<file path="config.mk">
export PLATFORM = sky130hd
export DESIGN_NAME = s2_perm_lookup
export DESIGN_NICKNAME = d
export VERILOG_FILES = /design/src/rtl/s2_perm_pkg.sv /design/src/rtl/pir_table.sv /design/src/rtl/pir_entry_sel.sv /design/src/rtl/pir_flag_mux.sv /design/src/rtl/s2_perm_lookup.sv
export SDC_FILE = /design/constraint.sdc
export NUM_CORES = 1
export LEC_CHECK = 0
export ABC_CLOCK_PERIOD_IN_PS = 2510
export CORE_MARGIN = 5
export CORE_UTILIZATION = 48
export CTS_BUF_LIST = sky130_fd_sc_hd__clkbuf_4 sky130_fd_sc_hd__clkbuf_8 sky130_fd_sc_hd__clkbuf_16
export DETAILED_ROUTE_END_ITERATION = 8
export PLACE_DENSITY = 0.81
export REMOVE_ABC_BUFFERS = 1
export SYNTH_ARGS = -nofsm -noshare
export SYNTH_HDL_FRONTEND = slang
export SYNTH_SLANG_ARGS = --single-unit
</file>
<file path="constraint.sdc">
create_clock -name clk -period 2.51 [get_ports clk]
set_input_delay 0.3765 -clock clk [delete_from_list [all_inputs] [get_ports clk]]
set_output_delay 0.3765 -clock clk [all_outputs]
set_load 0.02 [all_outputs]
</file>
<file path="src/rtl/s2_perm_pkg.sv">
package s2_perm_pkg;
  localparam int CODE_W = 4;
  localparam int FLAG_W = 7;
  localparam int F_RD   = 0;
  localparam int F_WR   = 1;
  localparam int F_UX   = 2;
  localparam int F_PX   = 3;
  localparam int F_MRO  = 4;
  localparam int F_TL0  = 5;
  localparam int F_TL1  = 6;

  // Turn one 4-bit permission code into the flag vector.
  function automatic logic [FLAG_W-1:0] decode_code(input logic [CODE_W-1:0] c);
    logic [FLAG_W-1:0] f;
    f = '0;
    casez (c)
      4'b1???: begin
        f[F_RD] = 1'b1;
        f[F_WR] = c[2];
        f[F_UX] = c[0];
        f[F_PX] = c[1];
      end
      4'b0100: f[F_WR] = 1'b1;
      4'b0?1?: begin
        f[F_RD]  = 1'b1;
        f[F_MRO] = 1'b1;
        f[F_TL0] = c[2];
        f[F_TL1] = c[0];
      end
      default: f = '0;
    endcase
    return f;
  endfunction
endpackage

</file>
<file path="src/rtl/pir_table.sv">
module pir_table #(
  parameter int ENTRIES = 16,
  parameter int CODE_W  = 4,
  localparam int TBL_W  = ENTRIES * CODE_W
) (
  input  logic             clk,
  input  logic             rst_n,
  input  logic             wr_en,
  input  logic [TBL_W-1:0] wr_data,
  output logic [TBL_W-1:0] tbl_q,
  output logic             inval_q
);
  always_ff @(posedge clk or negedge rst_n) begin
    if (!rst_n) begin
      tbl_q   <= '0;
      inval_q <= 1'b0;
    end else begin
      inval_q <= wr_en;
      if (wr_en) tbl_q <= wr_data;
    end
  end
endmodule

</file>
<file path="src/rtl/pir_entry_sel.sv">
module pir_entry_sel #(
  parameter int ENTRIES = 16,
  parameter int CODE_W  = 4,
  localparam int TBL_W  = ENTRIES * CODE_W,
  localparam int IDX_W  = $clog2(ENTRIES)
) (
  input  logic [TBL_W-1:0]  tbl,
  input  logic [IDX_W-1:0]  idx,
  output logic [CODE_W-1:0] code
);
  logic [CODE_W-1:0] slot [ENTRIES];

  for (genvar m = 0; m < ENTRIES; m++) begin : g_slot
    assign slot[m] = tbl[m*CODE_W +: CODE_W];
  end

  assign code = slot[idx];
endmodule

</file>
<file path="src/rtl/pir_flag_mux.sv">
module pir_flag_mux
  import s2_perm_pkg::*;
(
  input  logic              pie_en,
  input  logic [CODE_W-1:0] code,
  input  logic [FLAG_W-1:0] direct_perm,
  output logic [FLAG_W-1:0] flags
);
  logic [FLAG_W-1:0] decoded;

  always_comb begin
    decoded = decode_code(code);
    flags   = pie_en ? decoded : direct_perm;
  end
endmodule

</file>
<file path="src/rtl/s2_perm_lookup.sv">
module s2_perm_lookup
  import s2_perm_pkg::*;
#(
  parameter int ENTRIES = 16,
  localparam int TBL_W  = ENTRIES * CODE_W,
  localparam int IDX_W  = $clog2(ENTRIES)
) (
  input  logic              clk,
  input  logic              rst_n,
  input  logic              wr_en,
  input  logic [TBL_W-1:0]  wr_data,
  input  logic              pie_en,
  input  logic [IDX_W-1:0]  lookup_idx,
  input  logic [FLAG_W-1:0] direct_perm,
  output logic [FLAG_W-1:0] perm_out,
  output logic              inval_pulse
);
  logic [TBL_W-1:0]  tbl_q;
  logic [CODE_W-1:0] sel_code;

  pir_table #(.ENTRIES(ENTRIES), .CODE_W(CODE_W)) u_table (
    .clk     (clk),
    .rst_n   (rst_n),
    .wr_en   (wr_en),
    .wr_data (wr_data),
    .tbl_q   (tbl_q),
    .inval_q (inval_pulse)
  );

  pir_entry_sel #(.ENTRIES(ENTRIES), .CODE_W(CODE_W)) u_sel (
    .tbl  (tbl_q),
    .idx  (lookup_idx),
    .code (sel_code)
  );

  pir_flag_mux u_mux (
    .pie_en      (pie_en),
    .code        (sel_code),
    .direct_perm (direct_perm),
    .flags       (perm_out)
  );
endmodule

</file>
---- After elaboration in Yosys (flattened, before gate mapping) ----
Cells that the tools add are included.
operators by class
  add/subtract/negate cells ............... 0
  multiply operators ...................... 0
  divide/modulo/power cells ............... 0
  order comparisons ....................... 1
  eq/ne operators ......................... 2
  shifts and indexed selects .............. 0
  muxes and demuxes ....................... 8
  bitwise operators ....................... 1
  reduce and logical (&&, ||, !) cells .... 1
operators by type and width
  kind                  number
  $bmux W4 S4           1
  $mux W4               2
  $mux W7               1
  $ge A5 B5 Y1 const B  1
  $not A4 Y5            1
  $eq A4 B3 Y1 const B  1
  $mux W3               1
  $eq A2 B1 Y1 const B  1
  $mux W2               1
  $pmux W1 S2           1
  $reduce_or A2 Y1      1
  $mux W1               1
storage, ports and cells
  bits in registers ....................... 65
  bits in latches ......................... 0
  RAM bits ................................ 0
  ROM bits ................................ 0
  input port bits ......................... 79
  memories ................................ 0

---- Longest topological paths before layout ----
Gate-level depths: netlist (run 1).
  word-level depth ........................ 8
  depth in mapped cells ................... 7
  gate-level depth less buffers ........... 5

---- Cells and area by module ----
From an unflattened synthesis (run 1), not the netlist that was laid out.
unflattened totals
  cells, all modules ...................... 197
  area total of the unflattened synthesis .. 3,377.0 um^2
by module, submodules not included
  module         times used  cells an instance  area an instance (um^2)  seq. area each (um^2)
  pir_table      1           136                2,703.8                  1,626.6
  pir_entry_sel  1           39                 554.3                    0.0
  pir_flag_mux   1           22                 118.9                    0.0

---- Worst setup path after synthesis (run 1) ----
No wires, ideal clock.
  kind .................................... input to output
  start point ............................. input port lookup_idx[0]
  end point ............................... output port perm_out[1]
  arrival ................................. 1.801 ns
  slack ................................... 0.333 ns
  stages .................................. 7
  cell sequence ........................... buf_6 -> buf_12 -> mux4_2 -> a22oi_2 -> nand3_2 -> o21bai_1 -> a22o_1
between the ends
  cells in the longest elaborated chain, start to end .. 7
ends and longest elaborated chain
  what                                           line                  RTL
  start, declared                                s2_perm_lookup.sv:13  input logic [IDX_W-1:0] lookup_idx,
  $not A4 Y5 (not written as such) *             pir_entry_sel.sv:17   assign code = slot[idx];
  $bmux W4 S4 *                                  pir_entry_sel.sv:17
  $mux W4 (not written as such) * (2 in series)  pir_entry_sel.sv:17
  $eq A4 B3 Y1                                   s2_perm_pkg.sv:16     casez (c)
  $pmux W1 S2 *                                  s2_perm_pkg.sv:16
  $mux W7 *                                      pir_flag_mux.sv:13    flags = pie_en ? decoded : direct_perm;
  end, declared                                  s2_perm_lookup.sv:15  output logic [FLAG_W-1:0] perm_out,
Every way passes the cells marked *; elsewhere a longest branch is shown, timed or not. The select of a mux whose other input is x is not followed.

---- Final worst setup path (run 1) ----
  start point ............................. register u_table.tbl_q[25]
  end point ............................... output port perm_out[4]
between the ends
  cells in the longest elaborated chain, start to end .. 6
ends and longest elaborated chain
  what                                         line                 RTL
  start, declared                              pir_table.sv:10      output logic [TBL_W-1:0] tbl_q,
  start signal, assigned                       pir_table.sv:19      if (wr_en) tbl_q <= wr_data;
  $bmux W4 S4                                  pir_entry_sel.sv:17
  $mux W4 (not written as such) (2 in series)  pir_entry_sel.sv:17
  $eq A2 B1 Y1                                 s2_perm_pkg.sv:16
  $mux W3                                      s2_perm_pkg.sv:16
  $mux W7                                      pir_flag_mux.sv:13
No other way between the ends. The select of a mux whose other input is x is not followed.

==> metrics.md, run 1 <==
| Metric | Value |
|---|---|
| Antenna diode count | 0 |
| CP Cell Sequence | mux4_2 -> a22oi_2 -> nand3_4 -> nor2b_4 -> mux2_4 -> buf_6 |
| Unrepaired setup endpoints after global routing | true |
| Worst setup endpoint | perm_out[4] |
| Seq/Total Area, Yosys | between 50% and 60% |
| Maximum clock path buffer count | 2 |
| Comb power frac | 20.1% |
| Number of port buffers | 86 |
| Net Switching | 0.624 mW |
| Inserted Clock Buffers | 9 |
| Status | finished, final reports clean |
| CP max FO | 4 |
| WL per Instance | between 15 and 20 um |
| Yosys cell types | 24 |
| Worst EP arrival | ~2.1 ns |
| Starting Density | roughly half |
| Power density over the cells | 599 nW/um^2 |
| Die H | around 90 um |
| Fin nets | 382 |
| Core ar. | around 6300 um^2 |
| H-tree depth | 3 |
| Die area | 8100 um^2 |
| Critical path's top delay family | multiplexers |
| Clock transition at the registers of the reported paths | around 0.070 ns |
| Slowest cell on crit path | mux4_2 |
| Drt total wl | between 7000 and 8000 um |
| Reg2Reg Depth | 1 |
| Yosys Warn Count | 0 |
| Pre-antenna DRT Iters | 4 |
| Crit. End Element | output pin |
| Non-Filler Instances | about 380 |
| Worst-margin pin slew | about 0.7 ns |
| Worst clock skew | 0 ns |
| Largest net degree at the start of global routing | 66 |
| Crit path buf inv count | 1 |
| Share of layout cells above drive strength 1 | around 44% |
| Detailed placement HPWL | about 5000 um |
| FF-to-FF End | u_table.tbl_q[25]$_DFFE_PN0P_ |
| Critical path required time | about 2.1 ns |
| Fill cells | between 400 and 500 |
| Sequential power share | 45.8% |
| F_max | 0.409 GHz |
| Grt ovf | 0 |
| DRT iter0 DRCs | between 60 and 70 |
| Clk_lat worst skew | around 0.32 ns |
| Post-Synthesis Cells | 192 |
| Cell total after placement | approximately 360 |
| Die width | roughly 90 um |
| Root buffer cell | clkbuf_8 |
| Worst hold path class | in2async |
| CP startpoint | u_table.tbl_q[25]$_DFFE_PN0P_ |
| Via/cell ratio | roughly 5.3 |
| Final min period | between 2 and 2.5 ns |
| Syn avg cell area | between 15 and 20 um^2 |
| WS Path Type | reg2out |
| FF+latch count, synth | 65 |
| Remaining antenna violation count | 0 |
| Max incr delay on CP | 0.47 ns |
| Vias in the first global route | roughly 2300 |
| GRT Total Usage | 18.5% |
| Antenna violations before repair | 0 |
| Worst slew margin | a little over half |
| Ports | 87 |
| Vias | 2024 |
| Synth-to-layout area growth | 42.9% |
| VDD IR max | ~430 uV |
| Final setup viols | 0 |
| Max-Cap Viols | 0 |
| Leak Pwr | between 1.5 and 2 nW |
| Slew Viols, Final | 0 |
| Final Hold Fails | 0 |
| P_int | ~2.0 mW |
| Gpl congestion | 0.837 |
| Switch share | between 20% and 30% |
| Hold_ws | between 0.08 and 0.09 ns |
| First-pass GRT wire length | roughly 12000 um |
| FP Rows | 29 |
| CP Depth | 6 |
| DRC Markers | 0 |
| DP Area | ~4000 um^2 |
| R2R Setup Slk | 1.73 ns |
| Clk pwr share | 34.1% |
| Final instance area | roughly 4400 um^2 |
| Fin crit share | a little over nine tenths |
| Syn Std Cell Area | about 3100 um^2 |
| RR Startpoint | u_table.tbl_q[25]$_DFFE_PN0P_ |
| Clock Sinks | between 60 and 70 |
| CTS tree | built |
| Worst setup SP type | register |
## final cells by class
class	instances	area (um^2)	share of cell area, %
flip-flops and latches	65	1630	37.1
multi-input cells	113	1370	31.1
repair buffers	111	1090	24.8
clock buffers	12	159	3.62
well taps	77	96.3	2.20
clock inverters	3	40.0	0.912
inverters	3	11.3	0.257
## worst min-delay path by stage
stage,start,to,slack (ns)
after floorplan,rst_n,u_table.inval_q$_DFF_PN0_,0.08
after global placement,rst_n,u_table.tbl_q[20]$_DFFE_PN0P_,0.46
after detailed placement,rst_n,u_table.tbl_q[20]$_DFFE_PN0P_,0.47
after CTS,rst_n,u_table.tbl_q[28]$_DFFE_PN0P_,0.1
after global routing,rst_n,u_table.tbl_q[28]$_DFFE_PN0P_,0.14
final,rst_n,u_table.tbl_q[28]$_DFFE_PN0P_,0.09
## cells by family after synthesis
logic type | synth area share [%]
compound gates | 3.30
buf+inv | 2.93
flops | 53.0
mux | 36.7
simple gates | 4.15
## per-layer routing
layer	wire length (um)	up-vias	GRT usage (%)
li1	-	950	-
met1	3210	981	24.6
met2	3300	76	28.2
met3	408	17	5.26
met4	180	0	8.19
met5	0	-	0
## power by group through the flow
stage               sequential, mW  clock (mW)  combinational (mW)
floorplan                     1.20           0               0.247
global placement              1.22           0               0.503
detailed placement            1.22           0               0.513
CTS                           1.20       0.911               0.522
global route                  1.22       0.957               0.569
finish                        1.21       0.896               0.529
## cell usage in the layout (no fill, tap or decap), types with 3 or more instances in the layout
| master | instances |
|---|---|
| buf_2 | 5 |
| clkbuf_8 | 11 |
| clkdlybuf4s50_1 | 73 |
| nor2_1 | 3 |
| buf_4 | 20 |
| buf_6 | 5 |
| nand3_2 | 3 |
| nand2_1 | 3 |
| buf_12 | 3 |
| dfrtp_1 | 65 |
| a22o_1 | 3 |
| mux4_1 | 7 |
| nand3_1 | 5 |
| mux4_2 | 9 |
| mux2_2 | 64 |
| inv_1 | 3 |
| a22oi_2 | 3 |
## state kept, by name (all words and copies together), names as in the netlist
register	count
u_table.inval_q	1
u_table.tbl_q	64
## per-stage QoR
stage	setup slack, ns	utilization, %	power, mW	setup TNS, ns
after floorplan	0.531	-	1.45	0
after global placement	-0.716	65.4	1.72	-4.77
after detailed placement	-0.749	65.4	1.74	-5.04
after CTS	0.00268	69.6	2.64	0
after global routing	-0.0212	69.9	2.74	-0.0300
final	0.0628	69.9	2.63	0
## Yosys cell counts (all sizes together)
cell    number  area (um^2)
dfrtp       65         1630
mux2        65          736
mux4        16          390
nand3        9         65.1
clkbuf       8         40.0
a22oi        4         45.1
nand2        4         15.0
a22o         3         26.3
buf          3         38.8
inv          3         11.3
nor2         3         11.3
a31oi        2         12.5
and2b        2         17.5
o21ai        2         10.0
nor2b        1         13.8
nor3         1         5.00
o21bai       1         7.51
## timing repair
item,4_1_cts,5_1_grt
gates resized for setup,37,15
setup buffers,7,0
pin swaps,3,6
cloned,1,0
setup endpoints to repair,7,7
hold buffers,0,0
Power figures use the tool's default switching activity.
==> run 2: changes to the inputs <==
--- a/config.mk
+++ b/config.mk
@@ -12,6 +12,7 @@
 export DETAILED_ROUTE_END_ITERATION = 8
 export PLACE_DENSITY = 0.81
 export REMOVE_ABC_BUFFERS = 1
+export SETUP_SLACK_MARGIN = 0.02
 export SYNTH_ARGS = -nofsm -noshare
 export SYNTH_HDL_FRONTEND = slang
 export SYNTH_SLANG_ARGS = --single-unit
==> run 2 against run 1 <==
Final cell count is the same; hold slack lost 0.0069 ns; largest cell class unchanged; core utilization shrank 0.32 points.
==> metrics.md, run 2 (synthesis gave the netlist of run 1 again) <==
| Metric | Value |
|---|---|
| Worst slew margin | 53.2% (was 52.8%) |
| Detailed placement HPWL | 5060 um (unchanged) |
| DRC Markers | 0 (unchanged) |
| Most common cell after layout, fill and taps aside | clkdlybuf4s50_1 (unchanged) |
| WS Path Type | reg2out (unchanged) |
| Top Registers | u_table.tbl_q x64, u_table.inval_q x1 (unchanged) |
| Worst-margin pin slew | 0.702 ns (was 0.709 ns) |
| Die width | 90.0 um (unchanged) |
| Crit. End Element | output pin (unchanged) |
| Total power draw | 2.62 mW (was 2.63 mW) |
| Final Hold Fails | 0 (unchanged) |
| VDD IR max | 357 uV (was 432 uV) |
| Die H | 90.0 um (unchanged) |
| Via/cell ratio | 5.28 (was 5.27) |
| FP Rows | 29 (unchanged) |
| CTS tree | built (unchanged) |
| Clock transition at the registers of the reported paths | 0.07 ns (about the same) |
| Die area | 8100 um^2 (unchanged) |
| Status | finished, final reports clean (unchanged) |
| Max-Cap Viols | 0 (unchanged) |
| Number of port buffers | 86 (unchanged) |
| Final min period | 2.46 ns (was 2.45 ns) |
| Power density over the cells | 601 nW/um^2 (was 599 nW/um^2) |
| First-pass GRT wire length | 11700 um (was 11800 um) |
| Hold buffer count at cts | 0 (unchanged) |
| Grt ovf | 0 (unchanged) |
| Antenna diode count | 0 (unchanged) |
| Clk_lat worst skew | 0.33 ns (was 0.32 ns) |
| Largest Register | u_table.tbl_q (unchanged) |
| Final instance area | 4370 um^2 (was 4390 um^2) |
| Inserted Clock Buffers | 9 (unchanged) |
| Final Util | 69.6% (was 69.9%) |
| GRT Total Usage | 18.2% (was 18.5%) |
| Worst EP arrival | 2.08 ns (was 2.07 ns) |
| DP Area | 4110 um^2 (unchanged) |
| Share of layout cells above drive strength 1 | 44.3% (unchanged) |
| Worst clock skew | 0 ns (unchanged) |
| Starting Density | 48.9% (unchanged) |
| Critical path required time | 2.13 ns (about the same) |
| Leak Pwr | 1.87 nW (about the same) |
| Slew Viols, Final | 0 (unchanged) |
| Gpl congestion | 0.837 (unchanged) |
| Antenna violations before repair | 0 (unchanged) |
| Hold_ws | 0.0798 ns (was 0.0867 ns) |
| Synth-to-layout area growth | 42.2% (was 42.9%) |
| H-tree depth | 3 (unchanged) |
| Met3 global-route usage | 5.18% (was 5.26%) |
| Max reg flops | 64 (unchanged) |
| Vias | 2027 (was 2024) |
| Vias in the first global route | 2256 (was 2283) |
| F_max | 0.407 GHz (was 0.409 GHz) |
| Clock Sinks | 65 (unchanged) |
| Drt total wl | 7020 um (was 7100 um) |
| Pre-antenna DRT Iters | 4 (unchanged) |
| Fin crit share | 97.9% (was 97.5%) |
| Root buffer cell | clkbuf_8 (unchanged) |
| Largest net degree at the start of global routing | 66 (unchanged) |
| GRT Max-Usage Layer | met2 (unchanged) |
| Worst hold path class | in2async (unchanged) |
| Unrepaired setup endpoints after global routing | true (unchanged) |
| Met2 usage | 27.9% (was 28.2%) |
| Remaining antenna violation count | 0 (unchanged) |
| Final setup viols | 0 (unchanged) |
| Commonest non-fill, non-tap cells in the layout | 73 x clkdlybuf4s50_1, 65 x dfrtp_1, 64 x mux2_2 (unchanged) |
| CP max FO | 4 (unchanged) |
| Maximum clock path buffer count | 2 (unchanged) |
| Ports | 87 (unchanged) |
| Fin nets | 382 (unchanged) |
| GR Layer Usage met1 | 24.1% (was 24.6%) |
| Reg2Reg Depth | 1 (unchanged) |
| Core ar. | 6280 um^2 (unchanged) |
| DRT iter0 DRCs | 77 (was 66) |
| WL per Instance | 18.3 um (was 18.5 um) |
| Worst setup SP type | register (unchanged) |
-- run 2: worst paths after layout --
path,from,endpoint,slack [ns]
setup / recovery,u_table.tbl_q[15]$_DFFE_PN0P_,perm_out[1],0.05
hold / removal,rst_n,u_table.tbl_q[28]$_DFFE_PN0P_,0.08
setup reg to reg,u_table.tbl_q[4]$_DFFE_PN0P_,u_table.tbl_q[4]$_DFFE_PN0P_,1.73
hold reg to reg,u_table.tbl_q[44]$_DFFE_PN0P_,u_table.tbl_q[44]$_DFFE_PN0P_,0.50
max in group asynchronous,rst_n,u_table.tbl_q[21]$_DFFE_PN0P_,1.79
min in group clk,wr_en,u_table.inval_q$_DFF_PN0_,0.46
-- run 2: timing repair --
action,4_1_cts,5_1_grt
gates resized for setup,40,5
setup endpoints to repair,7,5
endpoints found under the hold margin,0,0
gates cloned,1,0
pin swaps,6,3
buffers inserted,7,0
-- run 2: area by class of cell --
| cell class | instances | area, um^2 |
|---|---|---|
| Fill cell | 434 | 1910 |
| Sequential cell | 65 | 1630 |
| Multi-Input combinational cell | 113 | 1360 |
| Timing Repair Buffer | 111 | 1080 |
| Clock buffer | 12 | 159 |
| Tap cell | 77 | 96.3 |
| Clock inverter | 3 | 40.0 |
| Inverter | 3 | 11.3 |
-- run 2: layer usage --
layer	part of all wire (%)	up-vias	routed length, um
li1	-	948	-
met1	45	984	3190
met2	46	77	3250
met3	5.9	18	414
met4	2.4	0	167
met5	0	-	0
-- run 2: critical path: stages (launching register included) --
cell	delay, ns
dfrtp_1	0.38
mux4_2	0.48
a22oi_2	0.18
nand3_2	0.15
o21bai_1	0.21
a22o_1	0.20
buf_2	0.15
-- run 2: report_power, final --
| group | switching, mW | internal, mW |
|---|---|---|
| clock network | 0.385 | 0.516 |
| registers | 0.0527 | 1.15 |
| logic | 0.187 | 0.331 |
| total | 0.625 | 2.00 |
-- run 2: through the flow --
stage / setup WS [ns] / TNS [ns] / cells
2_1_floorplan: 0.531 / 0 / 181
3_3_place_gp: -0.716 / -4.77 / 361
3_5_place_dp: -0.749 / -5.04 / 361
4_1_cts: 0.0244 / 0 / 384
5_1_grt: -0.0350 / -0.0781 / 384
6_report: 0.0525 / 0 / 384
==> run 3: changes to the inputs <==
--- a/config.mk
+++ b/config.mk
@@ -6,6 +6,7 @@
 export NUM_CORES = 1
 export LEC_CHECK = 0
 export ABC_CLOCK_PERIOD_IN_PS = 2510
+export CAP_MARGIN = 10
 export CORE_MARGIN = 5
 export CORE_UTILIZATION = 48
 export CTS_BUF_LIST = sky130_fd_sc_hd__clkbuf_4 sky130_fd_sc_hd__clkbuf_8 sky130_fd_sc_hd__clkbuf_16
==> results of run 3 <==
The final DEF is identical to that of run 2; final timing and power are the same.
